### src/rtl/snd_regport_pkg.sv
package snd_regport_pkg;
  localparam int unsigned DW    = 8;
  localparam int unsigned IDX_W = 7;
  localparam int unsigned NV    = 8;
  localparam logic [IDX_W-1:0] IDX_KEY_ON  = 7'h4C;
  localparam logic [IDX_W-1:0] IDX_KEY_OFF = 7'h5C;
  localparam logic [IDX_W-1:0] IDX_END     = 7'h7C;
endpackage

### src/rtl/regport_host.sv
module regport_host #(
  parameter int unsigned DATA_W = 8,
  parameter int unsigned IDX_W  = 7
) (
  input  logic              clk,
  input  logic              rst_n,
  input  logic              bus_wr,
  input  logic              bus_sel_addr,
  input  logic [DATA_W-1:0] bus_wdata,
  output logic [DATA_W-1:0] addr_q,
  output logic              wr_en,
  output logic [IDX_W-1:0]  idx
);
  localparam int unsigned LOCK_BIT = DATA_W - 1;

  always_ff @(posedge clk) begin
    if (!rst_n) addr_q <= '0;
    else if (bus_wr && bus_sel_addr) addr_q <= bus_wdata;
  end

  assign idx   = addr_q[IDX_W-1:0];
  assign wr_en = bus_wr && !bus_sel_addr && !addr_q[LOCK_BIT];
endmodule

### src/rtl/regport_regfile.sv
module regport_regfile #(
  parameter int unsigned DATA_W = 8,
  parameter int unsigned IDX_W  = 7,
  parameter logic [IDX_W-1:0] KON_IDX  = 7'h4C,
  parameter logic [IDX_W-1:0] KOFF_IDX = 7'h5C,
  parameter logic [IDX_W-1:0] END_IDX  = 7'h7C
) (
  input  logic              clk,
  input  logic              rst_n,
  input  logic              wr_en,
  input  logic [IDX_W-1:0]  idx,
  input  logic [DATA_W-1:0] wdata,
  input  logic [DATA_W-1:0] end_set,
  input  logic [DATA_W-1:0] end_clr,
  output logic [DATA_W-1:0] rdata,
  output logic [DATA_W-1:0] kon_bits,
  output logic [DATA_W-1:0] koff_bits,
  output logic [DATA_W-1:0] end_bits
);
  localparam int unsigned DEPTH = 1 << IDX_W;

  logic [DATA_W-1:0] mem [DEPTH];
  logic [DATA_W-1:0] end_base;
  logic [DATA_W-1:0] end_next;

  always_comb begin
    end_base = (wr_en && idx == END_IDX) ? wdata : mem[END_IDX];
    end_next = (end_base | end_set) & ~end_clr;
  end

  always_ff @(posedge clk) begin
    if (!rst_n) begin
      for (int i = 0; i < DEPTH; i++) mem[i] <= '0;
    end else begin
      if (wr_en) mem[idx] <= wdata;
      mem[END_IDX] <= end_next;
    end
  end

  assign rdata     = mem[idx];
  assign kon_bits  = mem[KON_IDX];
  assign koff_bits = mem[KOFF_IDX];
  assign end_bits  = mem[END_IDX];
endmodule

### src/rtl/regport_keysched.sv
module regport_keysched #(
  parameter int unsigned NV = 8
) (
  input  logic          clk,
  input  logic          rst_n,
  input  logic          sample_tick,
  input  logic [NV-1:0] kon_bits,
  input  logic [NV-1:0] koff_bits,
  output logic [NV-1:0] start_p,
  output logic [NV-1:0] release_p,
  output logic [NV-1:0] gate
);
  logic          phase;
  logic          take;
  logic [NV-1:0] off_hold;

  assign take = sample_tick && phase;

  always_ff @(posedge clk) begin
    if (!rst_n) begin
      phase     <= 1'b0;
      start_p   <= '0;
      off_hold  <= '0;
      release_p <= '0;
    end else begin
      if (sample_tick) phase <= ~phase;
      start_p   <= take ? kon_bits  : '0;
      off_hold  <= take ? koff_bits : '0;
      release_p <= off_hold;
    end
  end

  for (genvar v = 0; v < NV; v++) begin : g_gate
    always_ff @(posedge clk) begin
      if (!rst_n)            gate[v] <= 1'b0;
      else if (release_p[v]) gate[v] <= 1'b0;
      else if (start_p[v])   gate[v] <= 1'b1;
    end
  end
endmodule

### src/rtl/snd_regport.sv
module snd_regport
  import snd_regport_pkg::*;
(
  input  logic          clk,
  input  logic          rst_n,
  input  logic          bus_wr,
  input  logic          bus_sel_addr,
  input  logic [DW-1:0] bus_wdata,
  output logic [DW-1:0] bus_rdata,
  input  logic          sample_tick,
  input  logic [NV-1:0] voice_end_set,
  output logic [NV-1:0] voice_start,
  output logic [NV-1:0] voice_release,
  output logic [NV-1:0] voice_gate
);
  logic [DW-1:0]    addr_reg;
  logic             wr_en;
  logic [IDX_W-1:0] idx;
  logic [DW-1:0]    kon_bits, koff_bits, endx_flags;

  regport_host #(.DATA_W(DW), .IDX_W(IDX_W)) u_host (
    .clk(clk), .rst_n(rst_n), .bus_wr(bus_wr), .bus_sel_addr(bus_sel_addr),
    .bus_wdata(bus_wdata), .addr_q(addr_reg), .wr_en(wr_en), .idx(idx)
  );

  regport_regfile #(
    .DATA_W(DW), .IDX_W(IDX_W),
    .KON_IDX(IDX_KEY_ON), .KOFF_IDX(IDX_KEY_OFF), .END_IDX(IDX_END)
  ) u_rf (
    .clk(clk), .rst_n(rst_n), .wr_en(wr_en), .idx(idx), .wdata(bus_wdata),
    .end_set(voice_end_set), .end_clr(voice_start), .rdata(bus_rdata),
    .kon_bits(kon_bits), .koff_bits(koff_bits), .end_bits(endx_flags)
  );

  regport_keysched #(.NV(NV)) u_keys (
    .clk(clk), .rst_n(rst_n), .sample_tick(sample_tick),
    .kon_bits(kon_bits), .koff_bits(koff_bits),
    .start_p(voice_start), .release_p(voice_release), .gate(voice_gate)
  );
endmodule

### config.mk
export PLATFORM = sky130hd
export DESIGN_NAME = snd_regport
export DESIGN_NICKNAME = d
export VERILOG_FILES = /design/src/rtl/snd_regport_pkg.sv /design/src/rtl/regport_host.sv /design/src/rtl/regport_regfile.sv /design/src/rtl/regport_keysched.sv /design/src/rtl/snd_regport.sv
export SDC_FILE = /design/constraint.sdc
export NUM_CORES = 2
export LEC_CHECK = 0
export BUFFER_PORTS_ARGS = -buffer_cell sky130_fd_sc_hd__buf_2
export CORE_MARGIN = 2
export CORE_UTILIZATION = 48
export DETAILED_ROUTE_END_ITERATION = 10
export GPL_TIMING_DRIVEN = 0
export PLACE_DENSITY = 0.65
export SLEW_MARGIN = 20
export SYNTH_ARGS = -nofsm -noshare
export SYNTH_HDL_FRONTEND = slang
export SYNTH_SLANG_ARGS = --single-unit
export TNS_END_PERCENT = 100
### constraint.sdc
create_clock -name clk -period 2.8 [get_ports clk]
set_input_delay 0.14 -clock clk [delete_from_list [all_inputs] [get_ports clk]]
set_output_delay 0.14 -clock clk [all_outputs]
set_load 0.01 [all_outputs]
==> flow_summary.json <==
{
  "clock-root-buffer": "clkbuf_16",
  "synthArstFlopShare_pct": 0,
  "arrival_ns": 3.86,
  "vias": 29700,
  "violations": "setup timing",
  "ys_types": 33,
  "h-tree-depth": 3,
  "r2r-start": "u_host.addr_q[6]",
  "grt_max_degree": 15,
  "dieArea_sq_um": 104000,
  "hold_violations": 0,
  "cp-start-kind": "flip-flop",
  "leakagePower_nw": 19.9,
  "cts_made_buffers": 109,
  "vdd_drop_max_mv": 0.534,
  "globalplace.congestion": 0.992,
  "maxCapViolCount": 0,
  "mostFrequentLayoutCell": "edfxtp_1",
  "gr-usage-all-layers_pct": 30.2,
  "rsz0062_at_grt": "true",
  "setup_tns_ns": -9.70,
  "place_hpwl_um": 111000,
  "fp.coreArea_sq_um": 100000,
  "setup_viol": 24,
  "period_minus_slack_ns": 4.00,
  "synth_seq_cells": 1072,
  "clock_latency_ns": 0.71,
  "wl_per_cell_um": 33.0,
  "grt_first_pass_wirelength_um": 217000,
  "clk_pin_slew_ns": 0.07,
  "powerDensity_nw_per_um2": 633,
  "drtPass1Iterations": 6,
  "critical_path_required_ns": 2.66,
  "synth-main-ff-cell": "edfxtp_1",
  "rrSetupSlack_ns": -0.05,
  "area_growth_pct": 15.2,
  "critPathCapture": "bus_rdata[2]",
  "synthesis.area_sq_um": 48600,
  "antenna_found_initial": 14,
  "synth_edf_count": 1016,
  "die_y_um": 322,
  "initial_core_util_pct": 48.5,
  "drc": 0,
  "nFillCells": 7907,
  "outcome": "finished, violations left",
  "ios": 53,
  "num_rows": 116,
  "slew_viol_final": 0,
  "fin_skew_ns": 0.0458,
  "vias_per_cell": 6.28,
  "postSynthAreaPerCell_sq_um": 15.7,
  "finalWirelength_um": 156000,
  "yosysWarnings": 0,
  "critPathCaptureType": "primary output",
  "worst_pin_slew_ns": 1.45,
  "portBuffers": 44,
  "synthCells": 3092,
  "mostFrequentLayoutCells": "edfxtp_1 (1016), and2_1 (929), mux4_2 (336)",
  "stdcell_count": 4735,
  "first_global_vias": 29400,
  "finalNetCount": 3302,
  "regToRegEndpoint": "u_rf.mem[74][0]",
  "place_inst": 4493,
  "hold_class": "in -> reg",
  "drive_gt1_share_pct": 25.7,
  "initialDrtViolationCount": 4564,
  "fmax_ghz": 0.250,
  "critical_path_class": "reg -> out",
  "die_w_um": 322,
  "worst_slew_margin_rel_pct": 3.28,
  "detailedPlace.worstSlack_ns": -1.56,
  "multi_input_area_sq_um": 16900,
  "clockBufferDepth": 3,
  "grt.overflow.total": 0,
  "cts_tree": "yes",
  "fin_crit_sh_pct": 143,
  "cts_num_sinks": 1072,
  "timing.hold.ws_ns": 0.0452,
  "finalWorstSetupSlack_ns": -1.20,
  "syn-num-nets": 3113,
  "reg2regPathDepth": 4,
  "crit_fanout": 11,
  "ys_seq_area_share_pct": 65.0,
  "seq_area_sq_um": 31600,
  "antenna_left": 0
}
-- critical path, stage by stage (launching register included) --
cell     delay, ns
dfxtp_4       0.42
buf_12        0.21
buf_16        0.18
mux4_2        0.56
mux4_2        0.61
mux4_2        0.59
mux2_2        0.35
buf_2         0.16
-- layer usage --
metal / global-route usage [%] / up-vias / wire length (um)
li1: - / 12000 / -
met1: 40.4 / 15400 / 56500
met2: 47.0 / 2037 / 72100
met3: 8.55 / 366 / 19800
met4: 12.3 / 4 / 7670
met5: 0 / - / 31
-- state kept, by name (all words and copies together) (netlist names), named ones only --
name	count
u_rf.mem	1024
u_host.addr_q	8
u_keys.gate	8
u_keys.off_hold	8
u_keys.release_p	8
u_keys.start_p	8
u_keys.phase	1
-- cells by family after synthesis --
kind of cell / count (synthesis) / synth area share, %
buffers and inverters: 282 / 2.29
xor gates and xnor gates: 1 / 0.0180
and+or+nand+nor: 1242 / 15.2
DFF: 1072 / 65.0
muxes: 352 / 15.9
AOI/OAI and AO/OA: 143 / 1.51
-- where the power goes --
group          total (mW)  switching [mW]  internal, mW
clock network        14.5            6.38          8.15
logic                2.75            1.79         0.952
registers            18.2           0.192          18.0
-- final cells by class --
| class | instances | area share [%] |
|---|---|---|
| antenna | 2 | 0.00893 |
| buffer | 268 | 2.79 |
| clock buffer | 137 | 5.28 |
| clock inverter | 69 | 1.00 |
| inverter | 10 | 0.0670 |
| multi-input combinational | 1738 | 30.2 |
| sequential | 1072 | 56.5 |
| tap | 1357 | 3.03 |
| timing repair buffer | 82 | 1.19 |
-- per-stage QoR --
step	cell area (sq um)	total power [mW]	utilization, %
after global placement	50600	20.9	50.4
after global routing	56000	36.2	55.9
after floorplan	48600	19.8	-
after CTS	55500	35.3	55.3
final	56000	35.5	55.9
after detailed placement	50600	21.0	50.5
-- Yosys cell counts (7+ instances only) --
cell | n | area share, %
inv_1 | 10 | 0.077
mux2i_1 | 8 | 0.16
nand2b_1 | 9 | 0.12
clkbuf_1 | 225 | 1.7
nor2_1 | 123 | 0.95
dfxtp_1 | 56 | 2.3
and3_1 | 113 | 1.5
edfxtp_1 | 1016 | 63
nand3_1 | 17 | 0.17
o21ai_0 | 127 | 1.3
buf_1 | 20 | 0.15
nor3_1 | 7 | 0.072
and2_1 | 929 | 12
mux4_2 | 336 | 16
a21oi_1 | 8 | 0.082
nor3b_1 | 8 | 0.12
mux2_2 | 8 | 0.19
buf_2 | 20 | 0.21
a21boi_0 | 8 | 0.12
nand2_1 | 18 | 0.14
-- worst min path at each step --
stage | from | end | slack, ns | depth (start not counted)
after floorplan | voice_end_set[4] | u_rf.mem[124][4] | 0.27 | 2
after global placement | voice_end_set[0] | u_rf.mem[124][0] | 0.40 | 3
after detailed placement | voice_end_set[5] | u_rf.mem[124][5] | 0.38 | 3
after CTS | bus_sel_addr | u_host.addr_q[7] | 0.02 | 4
after global routing | bus_sel_addr | u_host.addr_q[7] | 0.09 | 4
final | bus_wdata[2] | flip-flop | 0.05 | 3
-- repair_timing --
item	in CTS	in global routing
resized for setup	335	110
pin swaps	23	4
endpoints found under the setup margin	1227	742
hold buffers	10	0
buffers inserted	24	3
gates cloned	0	1
endpoints found under the hold margin	9	0
Power figures use the tool's default switching activity.
